### config.mk
export PLATFORM = sky130hd
export DESIGN_NAME = audio_rx_ctrl
export DESIGN_NICKNAME = d
export VERILOG_FILES = /design/src/rtl/audio_rx_ctrl.sv
export SDC_FILE = /design/constraint.sdc
export NUM_CORES = 1
export LEC_CHECK = 0
export BUFFER_PORTS_ARGS = -buffer_cell sky130_fd_sc_hd__buf_2
export CAP_MARGIN = 20
export CORE_AREA = 2 2 39 41
export DETAILED_ROUTE_END_ITERATION = 10
export DIE_AREA = 0 0 41 43
export HOLD_SLACK_MARGIN = 0.08
export PLACE_DENSITY = 0.68
export SLEW_MARGIN = 30
export SYNTH_ARGS = -nofsm -noshare
export SYNTH_HDL_FRONTEND = slang
export SYNTH_SLANG_ARGS = --single-unit
### constraint.sdc
create_clock -name clk -period 4.44 [get_ports clk]
set_input_delay 1.11 -clock clk [delete_from_list [all_inputs] [get_ports clk]]
set_output_delay 1.11 -clock clk [all_outputs]
set_load 0.005 [all_outputs]
### src/rtl/audio_rx_ctrl.sv
`timescale 1ns/1ps
module audio_rx_ctrl (
  input  logic       clk,
  input  logic       rst_n,
  input  logic [1:0] en_mode,
  input  logic       sync_done,
  input  logic       err_frame,
  input  logic       err_sync,
  input  logic       err_timeout,
  input  logic       dma_busy,
  output logic [1:0] state_o,
  output logic       flag_frame,
  output logic       flag_sync,
  output logic       flag_timeout,
  output logic       sync_ok,
  output logic       sync_en,
  output logic       capture_en,
  output logic       dma_stop_req
);
  localparam logic [1:0] S_IDLE = 2'd0, S_SYNC = 2'd1, S_RCV = 2'd2, S_STOP = 2'd3;

  logic [1:0] st, nxt;
  logic       any_err, active, off, go_idle;

  assign any_err = err_frame | err_sync | err_timeout;
  assign active  = (st == S_SYNC) || (st == S_RCV);
  assign off     = (en_mode == 2'b00);
  assign go_idle = (nxt == S_IDLE);

  always_comb begin
    nxt = st;
    case (st)
      S_IDLE: if (!off) nxt = S_SYNC;
      S_SYNC: if (off) nxt = S_IDLE;
              else if (any_err) nxt = S_STOP;
              else if (en_mode == 2'b11 && sync_ok) nxt = S_RCV;
      S_RCV:  if (off) nxt = S_IDLE;
              else if (any_err) nxt = S_STOP;
      S_STOP: if (off) nxt = S_IDLE;
      default: nxt = S_IDLE;
    endcase
  end

  always_ff @(posedge clk or negedge rst_n) begin
    if (!rst_n) begin
      st           <= S_IDLE;
      flag_frame   <= 1'b0;
      flag_sync    <= 1'b0;
      flag_timeout <= 1'b0;
      sync_ok      <= 1'b0;
      dma_stop_req <= 1'b0;
    end else begin
      st <= nxt;
      if (go_idle) begin
        flag_frame   <= 1'b0;
        flag_sync    <= 1'b0;
        flag_timeout <= 1'b0;
        sync_ok      <= 1'b0;
      end else if (active) begin
        flag_frame   <= flag_frame   | err_frame;
        flag_sync    <= flag_sync    | err_sync;
        flag_timeout <= flag_timeout | err_timeout;
        if (st == S_SYNC) sync_ok <= sync_ok | sync_done;
      end
      if (dma_stop_req) dma_stop_req <= dma_busy;
      else dma_stop_req <= (st == S_RCV) && (nxt != S_RCV) && dma_busy;
    end
  end

  assign state_o    = st;
  assign sync_en    = active;
  assign capture_en = (st == S_RCV);

  p_idle_leaves_r2: assert property (@(posedge clk) disable iff (!rst_n)
    (state_o == S_IDLE && en_mode != 2'b00) |=> state_o == S_SYNC);
  p_sync_only_stays_r4: assert property (@(posedge clk) disable iff (!rst_n)
    (state_o == S_SYNC && (en_mode == 2'b01 || en_mode == 2'b10)) |=> state_o != S_RCV);
  p_err_to_stop_r5: assert property (@(posedge clk) disable iff (!rst_n)
    ((state_o == S_SYNC || state_o == S_RCV) && en_mode != 2'b00 &&
     (err_frame || err_sync || err_timeout)) |=> state_o == S_STOP);
  p_stop_holds_r6: assert property (@(posedge clk) disable iff (!rst_n)
    (state_o == S_STOP && en_mode != 2'b00) |=> state_o == S_STOP);
  p_off_to_idle_r7: assert property (@(posedge clk) disable iff (!rst_n)
    (state_o != S_IDLE && en_mode == 2'b00) |=> state_o == S_IDLE);
  p_idle_clean_r10: assert property (@(posedge clk) disable iff (!rst_n)
    (state_o == S_IDLE) |-> !(flag_frame || flag_sync || flag_timeout || sync_ok));
  p_stopreq_holds_r9: assert property (@(posedge clk) disable iff (!rst_n)
    (dma_stop_req && dma_busy) |=> dma_stop_req);
  p_capture_rcv_r8: assert property (@(posedge clk) disable iff (!rst_n)
    capture_en |-> (sync_en && state_o == S_RCV));
endmodule

**Word level (Yosys, flattened, before mapping)**

Index checks and enable logic that the tools add are counted.

- Register bits: 7
- Word-level logic and storage cells: 45
- Output and inout port bits: 9

- Bitwise gates (word level): 6
- Equal/unequal tests: 5
- Reduce and logical (&&, ||, !) cells: 10
- Multiplexer cells: 18

Operators by type and width:

| operator | number |
|---|---|
| 2-bit two-way mux | 7 |
| 1-bit two-way mux | 10 |
| 2-bit case mux with 4 select lines | 1 |
| 2-bit equality test, second input constant | 3 |
| 2-bit logical NOT | 3 |
| 1-bit bitwise OR | 6 |
| 2-bit nonzero test | 2 |
| 1-bit logical AND | 3 |
| 2-bit by 1-bit equality test with 1-bit output, second input constant | 1 |
| 2-bit != test, second input constant | 1 |
| 2-bit AND reduction | 1 |
| 1-bit logical OR | 1 |

**Depth between registers and ports, before layout**

- Word-level depth: 10
- Depth in mapped cells: 7
- Mapped depth without buffers: 7

**Least setup slack after synthesis**

No wires, ideal clock.

- Kind: input -> register
- Start: input en_mode[1]
- End: register flag_frame
- Stages: 4
- Setup slack: 2346 ps
- Buffers on the path: 0
- Data arrival time: 1965 ps
- Cells stage by stage: or2_1 -> a311o_1 -> a21oi_2 -> a21oi_1

- Word-level cells in the longest chain between the ends: 8
- Elaborated cells on any way between the ends: 13
- Classes of those cells: eq/ne (1); mux (8); reduce/logical (4)

RTL lines:

| element | RTL line | RTL |
|---|---|---|
| start: declaration | 5 | `input logic [1:0] en_mode,` |
| 2-bit equality test | 36 | `else if (en_mode == 2'b11 && sync_ok) nxt = S_RCV;` |
| 1-bit logical AND | 36 |  |
| 2-bit two-way mux | 36 |  |
| 2-bit two-way mux | 35 | `else if (any_err) nxt = S_STOP;` |
| 2-bit two-way mux | 34 | `S_SYNC: if (off) nxt = S_IDLE;` |
| 2-bit case mux with 4 select lines (*) | 32 | `case (st)` |
| 2-bit logical NOT (*) | 28 | `assign go_idle = (nxt == S_IDLE);` |
| 1-bit two-way mux or 2-bit nonzero test (tied branches) | n/a |  |
| end signal: assignment | 60 | `flag_frame <= flag_frame \| err_frame;` |
| end: declaration | 12 | `output logic flag_frame,` |

Mark *: on every way between the ends. The rest lies on a longest branch, timed or not.
A chain may end at the register's enable or synchronous reset.

**Worst setup path after layout**

- Start: register st[0], in the netlist state_o[0]
- End: output sync_en

- Word-level cells in the longest chain between the ends: 2
- Elaborated cells on any way between the ends: 3
- Classes of those cells: eq/ne (2); reduce/logical (1)

RTL lines:

| element | RTL line | RTL |
|---|---|---|
| start: declaration | 22 | `logic [1:0] st, nxt;` |
| start signal: assignment | 53 | `st <= nxt;` |
| 2-bit by 1-bit equality test with 1-bit output or 2-bit equality test (tied branches) | 26 | `assign active = (st == S_SYNC) \|\| (st == S_RCV);` |
| 1-bit logical OR (*) | 26 |  |
| end: declaration | 16 | `output logic sync_en,` |

Marked as above.

==> flow_summary_export.csv <==
group,metric,value,unit
timing,whs,532,ps
power,p_per_area,779,nW/um^2
cells_and_area,area_growth,32.3,%
route,drt-initial-drc-count,7,
timing,tightest_slew,311,ps
clocking,htreeDepth,1,
cells_and_area,final_cells,77,
yosys,yosysTopAreaCellShare,43.1,%
yosys,synth_nets,53,
worst_setup_path,cp.arrival,1330,ps
grt,grt_max_degree,8,
placement,dpl.cell_count,73,
timing,drv_slew,0,
clocking,cts-buffers-inserted,3,
floorplan,placementRows,14,
power,p_int,0.236,mW
grt,grt_pass1_vias,360,
clocking,clock_path_buffers,2,
floorplan,dieArea,1760,sq um
worst_hold_path,hold_path.class,"reg2reg",
grt,grt_pass1_wl,1460,um
clocking,cts_setup_buffers,0,
yosys,synth-seq-cells,7,
job,max_cap_viol_count,0,
grt,grt_use_met3,4.71,%
worst_setup_path,crit_type,"reg2out",
cells_and_area,drive_gt1_share,39.3,%
cells_and_area,final_core_util,38.9,%
grt,grt_usage,12.9,%
worst_setup_path,worstSetupStartpointType,"register",
timing,min_period_over_period,54.9,%
placement,place_ws,2130,ps
timing,worst_slack,2000,ps
power,power.share.combinational,57.1,%
route,ant_nets,0,
clocking,cts_sinks,7,
yosys,ys_top_cells_by_count,"9 x a21oi_1, 7 x dfrtp_1, 5 x inv_1",
yosys,yosys.area.top_type,"dfrtp_1",
worst_setup_path,crit_path_end_kind,"output pin",
yosys,synth_async_sr_flop_share,100,%
grt,busiest_layer,"met2",
floorplan,initial_core_util,29.4,%
placement,dpl.hpwl,749,um
grt,grt-ovfl-total,0,
worst_setup_path,critPathRequiredTime,3330,ps
floorplan,io_pins,18,
clocking,cts_resized,0,
route,via_per_inst,5.19,
yosys,netlist_instances,40,
yosys,syn_area_per_cell,10.2,sq um
yosys,synthTopCellsByArea,"dfrtp_1 43%, ha_1 12%, a21oi_1 11%",
floorplan,chipHeight,43,um
timing,hold_viol_final,0,
placement,place_congestion,0.685,
route,remaining_drc_errors,0,
grt,met1_usage,15.1,%
clocking,insertion_delay,250,ps
timing,rsz0062_at_grt,"false",
timing,setup_violations,0,
worst_setup_path,cp_max_fo,6,
power,switching_share,43.6,%
yosys,synth_enable_flop_cells,0,
grt,grt_antenna_before_repair,0,
timing,finalCriticalPeriod,2440,ps
clocking,cts_tree,"built",
placement,port-buffer-count,17,
yosys,yosysUniqueCellTypes,17,
route,vias,400,
power,ir_drop,0.278,mV
grt,use_met2,18.1,%
clocking,clkTransAtPathRegs,50,ps
cells_and_area,antenna_cells,0,
placement,dpl_cell_area,512,sq um
clocking,cts_root_buf,"clkbuf_4",
cells_and_area,nets,75,
clocking,holdBufCountCts,0,
yosys,syn_area,407,sq um
yosys,ys_seq_area_share,43.1,%
power,power.share.sequential,29.4,%
power,switchingPower,0.183,mW
route,routed_wl,953,um
yosys,synth_flop_cell,"dfrtp_1",
outcome,status,"complete, no violations",
timing,max_slew_margin,79.2,%
timing,timing.setup.tns,0,ps
floorplan,coreArea,1380,sq um
cells_and_area,fin_area,538,sq um
yosys,synth_most_common_cell,"a21oi_1",
route,wl_per_cell,12.4,um
power,power.total,0.419,mW
timing,fmax,0.410,GHz
power,clock_power_share,13.5,%
timing,skew,2.24,ps
route,drt_pre_antenna_iters,4,
power,power.leakage,0.270,nW
yosys,yosys_warnings,0,
floorplan,die_w,41,um
-- per-layer routing --
metal  vias to the layer above  part of all wire (%)
met5                         -                     0
met4                         0                   1.4
met3                         2                   8.9
met2                        17                    48
met1                       189                    42
li1                        192                     -
-- power groups by stage --
stage | combinational (mW) | clock [mW] | sequential [mW]
4_1_cts | 0.238 | 0.0600 | 0.124
3_3_place_gp | 0.236 | 0 | 0.123
6_report | 0.239 | 0.0567 | 0.123
3_5_place_dp | 0.236 | 0 | 0.125
5_1_grt | 0.268 | 0.0634 | 0.129
2_1_floorplan | 0.155 | 0 | 0.125
-- cells by family after synthesis --
family / Yosys count / share of synthesized area (%)
AOI/OAI and AO/OA: 19 / 32.3
and+or+nand+nor: 4 / 5.23
muxes: 1 / 2.46
DFF: 7 / 43.1
buffers and inverters: 5 / 4.62
adders and majority gates: 4 / 12.3
-- layout make-up --
class | count | area [sq um]
inverter | 5 | 18.8
fill | 150 | 846
tap | 16 | 20.0
sequential | 7 | 175
clock buffer | 4 | 26.3
timing repair buffer | 17 | 85.1
multi-input combinational | 28 | 213
-- worst max-delay path, cell delays in order (launching register included) --
cell	delay, ps
dfrtp_1	450
inv_1	90
ha_1	380
buf_2	160
-- flip-flops by register name, summed over array words and instances (netlist names) --
| register | cells |
|---|---|
| sync_ok | 1 |
| dma_stop_req | 1 |
| flag_sync | 1 |
| state_o | 2 |
| flag_timeout | 1 |
| flag_frame | 1 |
-- cells in the final DEF (no fill, tap or decap), drive strengths merged, types with 2 or more instances in the layout --
| master | instances |
|---|---|
| o32ai | 2 |
| buf | 17 |
| a21oi | 11 |
| a211oi | 2 |
| dfrtp | 7 |
| clkbuf | 4 |
| ha | 4 |
| inv | 5 |
-- path summary, 6_finish.rpt --
path / startpoint / end / slack (ps) / cells after the start
min in group asynchronous: rst_n / flag_frame$_DFFE_PN0P_ / 680 / 1
min reg2reg: flag_timeout$_DFFE_PN0P_ / flag_timeout$_DFFE_PN0P_ / 530 / 2
max: state_o[0]$_DFF_PN0_ / sync_en / 2000 / 3
max reg2reg: state_o[0]$_DFF_PN0_ / flag_frame$_DFFE_PN0P_ / 2530 / 6
max in group asynchronous: rst_n / flag_sync$_DFFE_PN0P_ / 3600 / 1
min: flag_timeout$_DFFE_PN0P_ / flag_timeout$_DFFE_PN0P_ / 530 / 2
Power figures use the tool's default switching activity.
